$ cat src/rtl/rail_seq_sup.sv
module rail_seq_sup #(
  parameter int FAST_CYC = 64,
  parameter int SLOW_CYC = 192,
  parameter int FLT_CYC  = 1024,
  parameter int NRAIL    = 5
) (
  input  logic             clk,
  input  logic             rst_n,
  input  logic             vin_ok,
  input  logic             en,
  input  logic             ref_ok,
  input  logic             ot_flag,
  input  logic [NRAIL-1:0] rail_flt,
  input  logic             dly_hi,
  input  logic             dly_lo,
  output logic             logic_en,
  output logic             ref_en,
  output logic             pg_n,
  output logic             boost_en,
  output logic             neg_en,
  output logic             dsw_n,
  output logic             pos_en,
  output logic             fault,
  output logic             done
);
  localparam int RAMP_CYC = FAST_CYC + SLOW_CYC;
  localparam int CW       = $clog2(RAMP_CYC + 1);
  localparam int TW       = $clog2(FLT_CYC + 1);
  localparam int NIN      = NRAIL + 6;
  localparam logic [CW-1:0] CNT_LAST = CW'(RAMP_CYC - 1);
  localparam logic [CW-1:0] CNT_SLOW = CW'(FAST_CYC);
  localparam logic [TW-1:0] TMR_LAST = TW'(FLT_CYC - 1);

  typedef enum logic [1:0] {S_OFF, S_RAMP, S_MON, S_LATCH} st_t;

  logic [NIN-1:0] sy1, sy2;
  always_ff @(posedge clk or negedge rst_n)
    if (!rst_n) begin
      sy1 <= '0;
      sy2 <= '0;
    end else begin
      sy1 <= {dly_lo, dly_hi, ot_flag, ref_ok, en, vin_ok, rail_flt};
      sy2 <= sy1;
    end

  logic [NRAIL-1:0] s_rail;
  logic s_vin, s_en, s_ref, s_ot, s_dhi, s_dlo;
  assign s_rail = sy2[NRAIL-1:0];
  assign s_vin  = sy2[NRAIL];
  assign s_en   = sy2[NRAIL+1];
  assign s_ref  = sy2[NRAIL+2];
  assign s_ot   = sy2[NRAIL+3];
  assign s_dhi  = sy2[NRAIL+4];
  assign s_dlo  = sy2[NRAIL+5];

  st_t           st;
  logic [CW-1:0] cnt;
  logic [2:0]    ramp;
  logic [TW-1:0] tmr;

  logic go, crit, rail_bad, last, slow, trip;
  assign go       = s_en & s_vin;
  assign crit     = s_dhi | s_dlo | ~s_ref | s_ot;
  assign rail_bad = |s_rail;
  assign last     = (cnt == CNT_LAST);
  assign slow     = (cnt >= CNT_SLOW);

  always_comb begin
    trip = 1'b0;
    case (st)
      S_RAMP: trip = (ramp == 3'd1 && slow && s_ot) ||
                     (ramp == 3'd2 && (!s_ref || s_ot)) ||
                     (ramp == 3'd6 && last && rail_bad);
      S_MON:  trip = crit || (rail_bad && tmr == TMR_LAST);
      default: trip = 1'b0;
    endcase
  end

  always_ff @(posedge clk or negedge rst_n)
    if (!rst_n) begin
      st <= S_OFF; cnt <= '0; ramp <= 3'd1; tmr <= '0;
      logic_en <= 1'b0; ref_en <= 1'b0; pg_n <= 1'b1; boost_en <= 1'b0;
      neg_en <= 1'b0; dsw_n <= 1'b1; pos_en <= 1'b0; fault <= 1'b0; done <= 1'b0;
    end else if (!go) begin
      st <= S_OFF; cnt <= '0; ramp <= 3'd1; tmr <= '0;
      logic_en <= 1'b0; ref_en <= 1'b0; pg_n <= 1'b1; boost_en <= 1'b0;
      neg_en <= 1'b0; dsw_n <= 1'b1; pos_en <= 1'b0; fault <= 1'b0; done <= 1'b0;
    end else if (trip) begin
      st <= S_LATCH; fault <= 1'b1; tmr <= '0;
      boost_en <= 1'b0; neg_en <= 1'b0; pos_en <= 1'b0;
      pg_n <= 1'b1; dsw_n <= 1'b1; done <= 1'b0;
    end else begin
      case (st)
        S_OFF:
          if (!s_dlo) begin
            st <= S_RAMP; logic_en <= 1'b1; cnt <= '0; ramp <= 3'd1;
          end
        S_RAMP:
          if (!last) cnt <= cnt + 1'b1;
          else if (!(ramp == 3'd1 && s_dhi)) begin
            cnt  <= '0;
            ramp <= ramp + 3'd1;
            case (ramp)
              3'd1: ref_en <= 1'b1;
              3'd2: begin pg_n <= 1'b0; boost_en <= 1'b1; end
              3'd4: neg_en <= 1'b1;
              3'd5: begin dsw_n <= 1'b0; pos_en <= 1'b1; end
              3'd6: begin st <= S_MON; done <= 1'b1; end
              default: ;
            endcase
          end
        S_MON:
          tmr <= rail_bad ? tmr + 1'b1 : '0;
        default: ;
      endcase
    end
endmodule


$ cat config.mk
export PLATFORM = sky130hd
export DESIGN_NAME = rail_seq_sup
export DESIGN_NICKNAME = d
export VERILOG_FILES = /design/src/rtl/rail_seq_sup.sv
export SDC_FILE = /design/constraint.sdc
export NUM_CORES = 1
export LEC_CHECK = 0
export CORE_MARGIN = 2
export CORE_UTILIZATION = 52
export DETAILED_ROUTE_END_ITERATION = 8
export DONT_BUFFER_PORTS = 1
export PLACE_DENSITY_LB_ADDON = 0.3
export RECOVER_POWER = 100
export SLEW_MARGIN = 20
export SYNTH_ARGS = -nofsm -noshare
export SYNTH_HDL_FRONTEND = slang
export SYNTH_SLANG_ARGS = --single-unit
$ cat constraint.sdc
create_clock -name clk -period 3.3 [get_ports clk]
set_clock_uncertainty 0.15 [all_clocks]
set_input_delay 0.33 -clock clk [delete_from_list [all_inputs] [get_ports clk]]
set_output_delay 0.33 -clock clk [all_outputs]
set_load 0.1 [all_outputs]
* Word-level counts from Yosys, hierarchy flattened
Index checks and enable logic that the tools add are counted. Widths: inputs -> output; s select.
Storage, ports and cells: input bits 13, register bits after elaboration 56, output and inout bits 9
Cells by class: bitwise logic cells 5, magnitude comparators 1, add/subtract/negate cells 3, equality and inequality tests 35, reductions and logical operators 23, mux-type cells 72
Operator list (number):
- $mux 1 | 48
- $mux 9 | 5
- $mux 11 | 4
- $ne 3x1->1 const B | 8
- $ne 4x4->1 const B | 5
- $reduce_and 4->1 | 5
- $pmux 9 s2 | 1
- $mux 3 | 5
- $reduce_and 5->1 | 3
- $mux 2 | 6
- $ne 3x3->1 const B | 4
- $add 11x1->11 const B | 1
- $eq 11x10->1 const B | 1
- $ne 2x1->1 const B | 5
- $add 9x1->9 const B | 1
- $eq 3x3->1 const B | 3
- $eq 9x8->1 const B | 1
- $ge 9x7->1 const B | 1
- $logic_and 1x1->1 | 7
- $ne 2x2->1 const B | 3
- $pmux 3 s2 | 1
- $reduce_or 5->1 | 1
- $logic_or 1x1->1 | 4
- $ne 4x1->1 const B | 1
- 13 further kinds | 15

* Longest topological paths before layout
depth after elaboration 8, gate-level depth with buffers 10

* Worst setup path after synthesis
No wires, ideal clock.
path kind register to register, from register ramp[0], to register cnt[3], data arrival time 2.216 ns, clock period less this slack 2.444 ns, library setup time 0.078 ns, required time 3.072 ns, path slack 0.856 ns, stages on the path, launching flop included 10, buffers on the path 0, path through dfstp_2 -> inv_1 -> ha_1 -> nor2b_1 -> o2bb2ai_1 -> nand2_1 -> nand2_1 -> o31a_4 -> or4_1 -> a21boi_1
On the way: longest elaborated chain between the ends 8, elaborated cells on any way between the ends 15, classes of those cells eq/ne: 5; mux: 1; reduce/logical: 9
RTL lines:
- start: declaration | line 58 | logic [2:0] ramp;
- start signal: assignment | line 102 | ramp <= ramp + 3'd1;
- $eq 3x1->1 | line 71, 100
- $logic_and 1x1->1 (2 in series) | line 71 | S_RAMP: trip = (ramp == 3'd1 && slow && s_ot) ||
- $logic_or 1x1->1 | line 71
- $logic_or 1x1->1 | line 72 | (ramp == 3'd2 && (!s_ref || s_ot)) ||
- $pmux 1 s2 | line 70 | case (st)
- $ne 2x2->1 (no source line)
- $reduce_and 4->1 (no source line) (*)
- end signal: assignment | line 99 | if (!last) cnt <= cnt + 1'b1;
- end: declaration | line 57 | logic [CW-1:0] cnt;
Mark *: on every way between the ends. The rest lies on a longest branch, timed or not. A chain may end at the register's enable or synchronous reset.

* Worst setup path after layout
from register st[0], to register cnt[7]
On the way: longest elaborated chain between the ends 4, elaborated cells on any way between the ends 12, classes of those cells eq/ne: 6; mux: 4; reduce/logical: 2
RTL lines:
- start: declaration | line 56 | st_t st;
- start signal: assignment | line 81 | st <= S_OFF; cnt <= '0; ramp <= 3'd1; tmr <= '0;
- start signal: assignment | line 85 | st <= S_OFF; cnt <= '0; ramp <= 3'd1; tmr <= '0;
- start signal: assignment | line 89 | st <= S_LATCH; fault <= 1'b1; tmr <= '0;
- $eq 2x2->1, or another cell as far along | line 70
- $pmux 1 s2 / $pmux 9 s2 (equally long branches) | line 70, 93
- $ne 2x2->1 (no source line) / $mux 9 (equally long branches)
- $reduce_and 4->1 (no source line) / $mux 9 (equally long branches)
Several ways; a longest one is shown, not always the timed one. The select of a mux whose other input is x is not followed.

==> run_results.csv <==
group,metric,value,unit
synth,syn_area,2560,um2
synth,yosysSeqAreaShare,0.548,
worst_setup_path,critPathTopFamily,"compound AO/OA/AOI/OAI gates",
route,drt-pass1-iter-count,4,
clocking,path_clk_slew,0.10,ns
synth,ys_top_cells_by_area,"dfrtp_1, ha_1, a21oi_1",
sta,fmax,340,MHz
die,initial_core_util,0.543,
grt,grt_pass1_wl,8000,um
worst_setup_path,startpoint_type,"flip-flop",
place,dpl.cell_count,309,
die,dieWidth,74.2,um
die,pin_count,22,
die,core,4720,um2
synth,ys_warn_count,0,
die,num_rows,25,
clocking,clock-sinks,56,
synth,synth_common_cells,"dfrtp_1, nor2_1, a21oi_1, inv_1, nand2_1",
die,die_h,74.2,um
worst_setup_path,r2r_start,"st[0]",
route,route.detailed.drc,0,
route,routed_wl,4690,um
route,wl_met1,2140,um
route,drtIter0Drc,117,
route,ant_nets,0,
synth,synth_edf_count,0,
finish,seq_area,1410,um2
clocking,postCtsSetupRepairBufs,0,
run_status,status,"finished, final reports clean",
worst_setup_path,critPathMostFrequentCell,"nor4_1",
sta,rsz0062_at_grt,"no",
worst_setup_path,cp_cell_sequence,"inv_1 > ha_1 > nand2_1 > nor4_1 > buf_4 > o31a_1 > nor4_1 > a211o_1",
worst_setup_path,cpMaxStageDelayCell,"ha_1",
grt,grt_overflow,0,
synth,synth_most_common_cell,"dfrtp_1",
synth,yosysUniqueCellTypes,48,
grt,grt_pass1_vias,1819,
grt,grt_usage,0.189,
grt,antenna_found_initial,0,
worst_setup_path,path_class,"flip-flop to flip-flop",
min_path,min-delay-start,"sy1[8]",
sta,slew_headroom,0.127,
route,vias_per_cell,5.55,
clocking,h-tree-depth,2,
worst_setup_path,critPathMaxFanout,17,
worst_setup_path,arrival,2.98,ns
synth,synthesis.nets,270,
sta,hold_violations,0,
place,port_buffers,0,
place,hpwl,3160,um
worst_setup_path,required,3.34,ns
finish,finalNetCount,286,
worst_setup_path,slowest_delay,0.49,ns
synth,syn-instance-count,246,
clocking,cts_tree,"yes",
finish,syn2layout_area_growth,12.2,%
synth,synth_seq_cells,56,
synth,synth_area_leader_cell,"dfrtp_1",
finish,fin_util,0.609,
worst_setup_path,r2r_end,"cnt[7]",
route,wl_per_cell,14.2,um
min_path,min_to,"sy2[8]",
sta,fin_crit_sh,0.891,
flow_run,maxCapViolations,0,
clocking,clockBufferDepth,2,
synth,async_reset_ff_frac,1.00,
power_and_ir_drop,ir_worst_vdd,0.268,mV
finish,fin_cells,330,
min_path,hold_depth,0,
sta,worstMarginPinSlew,1.31,ns
place,gp_congestion,0.842,
sta,setup_viol,0,
worst_setup_path,r2r_setup_slack,0.36,ns
finish,drive_gt1_frac,0.0722,
finish,antenna_cells,0,
clocking,cts_buffers,5,
route,dr_wl_met3,196,um
route,routed.top_layer,"met4",
synth,synth.avg_cell_area,10.4,um2
min_path,hold_path_class,"flip-flop to flip-flop",
finish,multi_input_area,1050,um2
grt,grt_max_degree,57,
die,die-area,5510,um2
route,via_count,1833,
power_and_ir_drop,power_density,457,nW/um2
sta,finalCriticalPeriod,2.94,ns
worst_setup_path,reg2reg_depth,8,
clocking,cts_root_buffer,"clkbuf_8",
finish,nFillCells,397,
synth,synth_top_area_frac,0.517,
clocking,insertion_delay,0.30,ns
synth,yosys_most_used_dff,"dfrtp_1",
sta,setup_tns,0,ns
sta,drv_slew,0,
worst_setup_path,path_buf_inv,2,
clocking,cts_resized,0,
route,wl_met2,2270,um
worst_setup_path,crit_path_end_kind,"flip-flop",
power_and_ir_drop,p_leak,1.27,nW
metal layers:
layer  GRT usage  vias to the layer above
met3      0.0474                       10
met4      0.0595                        0
li1            -                      895
met2       0.309                       42
met1       0.250                      886
met5           0                        -
cell families (layout without fill, tap and decap cells):
| group | after synthesis | count (layout) | share of synthesized area |
|---|---|---|---|
| DFF | 56 | 56 | 0.548 |
| and+or+nand+nor | 89 | 89 | 0.189 |
| buffers and inverters | 24 | 41 | 0.0366 |
| adders and majority gates | 11 | 11 | 0.0537 |
| AOI/OAI and AO/OA | 64 | 64 | 0.164 |
| muxes | 2 | 2 | 0.00830 |
cells in the final DEF (no fill, tap or decap), types with 2 or more instances in the layout:
| cell | n |
|---|---|
| dfrtp_1 | 53 |
| a31oi_1 | 5 |
| nor4_1 | 4 |
| nor3b_1 | 3 |
| nor3_2 | 2 |
| nor2_1 | 19 |
| clkbuf_8 | 5 |
| o31a_1 | 2 |
| o211ai_1 | 2 |
| and2_1 | 4 |
| a21oi_1 | 18 |
| ha_1 | 11 |
| nand4_1 | 4 |
| o31ai_1 | 2 |
| a21o_1 | 5 |
| buf_4 | 2 |
| nor2b_1 | 2 |
| a211o_1 | 2 |
| o21ai_0 | 15 |
| inv_1 | 18 |
| or4_1 | 2 |
| a22o_1 | 2 |
| a211oi_1 | 2 |
| bufinv_16 | 2 |
| and3_1 | 4 |
| nor3_1 | 5 |
| nand2_1 | 19 |
| nand3b_1 | 3 |
| dfstp_1 | 3 |
| nand3_1 | 11 |
| dlygate4sd3_1 | 12 |
repair_timing:
item / CTS / global route
hold buffers: 13 / 0
setup endpoints to repair: 0 / 0
hold endpoints to repair: 67 / 0
worst max-delay path by stage:
stage	start	endpoint	slack, ns	depth (start not counted)
2_1_floorplan	ramp[0]	cnt[3]	0.86	9
3_3_place_gp	ramp[0]	tmr[5]	0.52	9
3_5_place_dp	ramp[0]	tmr[5]	0.46	9
4_1_cts	ramp[0]	tmr[5]	0.43	9
5_1_grt	st[0]	cnt[7]	0.11	8
6_report	st[0]	cnt[7]	0.36	8
through the flow:
step	hold slack [ns]	total power [mW]	instance area, um2	worst slack (ns)
3_5_place_dp	-0.114	0.790	2640	0.456
2_1_floorplan	-0.116	0.776	2560	0.856
3_3_place_gp	-0.114	0.789	2640	0.522
4_1_cts	0.206	1.34	2920	0.431
6_report	0.204	1.31	2880	0.359
5_1_grt	0.204	1.37	2880	0.109
layout make-up:
class | count | share of cell area
sequential | 56 | 0.488
multi-input combinational | 166 | 0.364
timing repair buffer | 15 | 0.0487
tap | 67 | 0.0291
clock buffer | 6 | 0.0252
inverter | 18 | 0.0235
clock inverter | 2 | 0.0209
power breakdown:
group | switching (mW) | total, mW | internal [mW]
clock | 0.211 | 0.515 | 0.303
combinational | 0.0522 | 0.0829 | 0.0307
sequential | 0.0135 | 0.716 | 0.703
registers in the layout, summed over array words and instances (netlist names):
name,flops
dsw_n,1
st,2
neg_en,1
pos_en,1
cnt,9
logic_en,1
sy1,11
tmr,11
done,1
ramp,3
ref_en,1
sy2,11
boost_en,1
fault,1
pg_n,1
(Power assumes the default switching activity.)
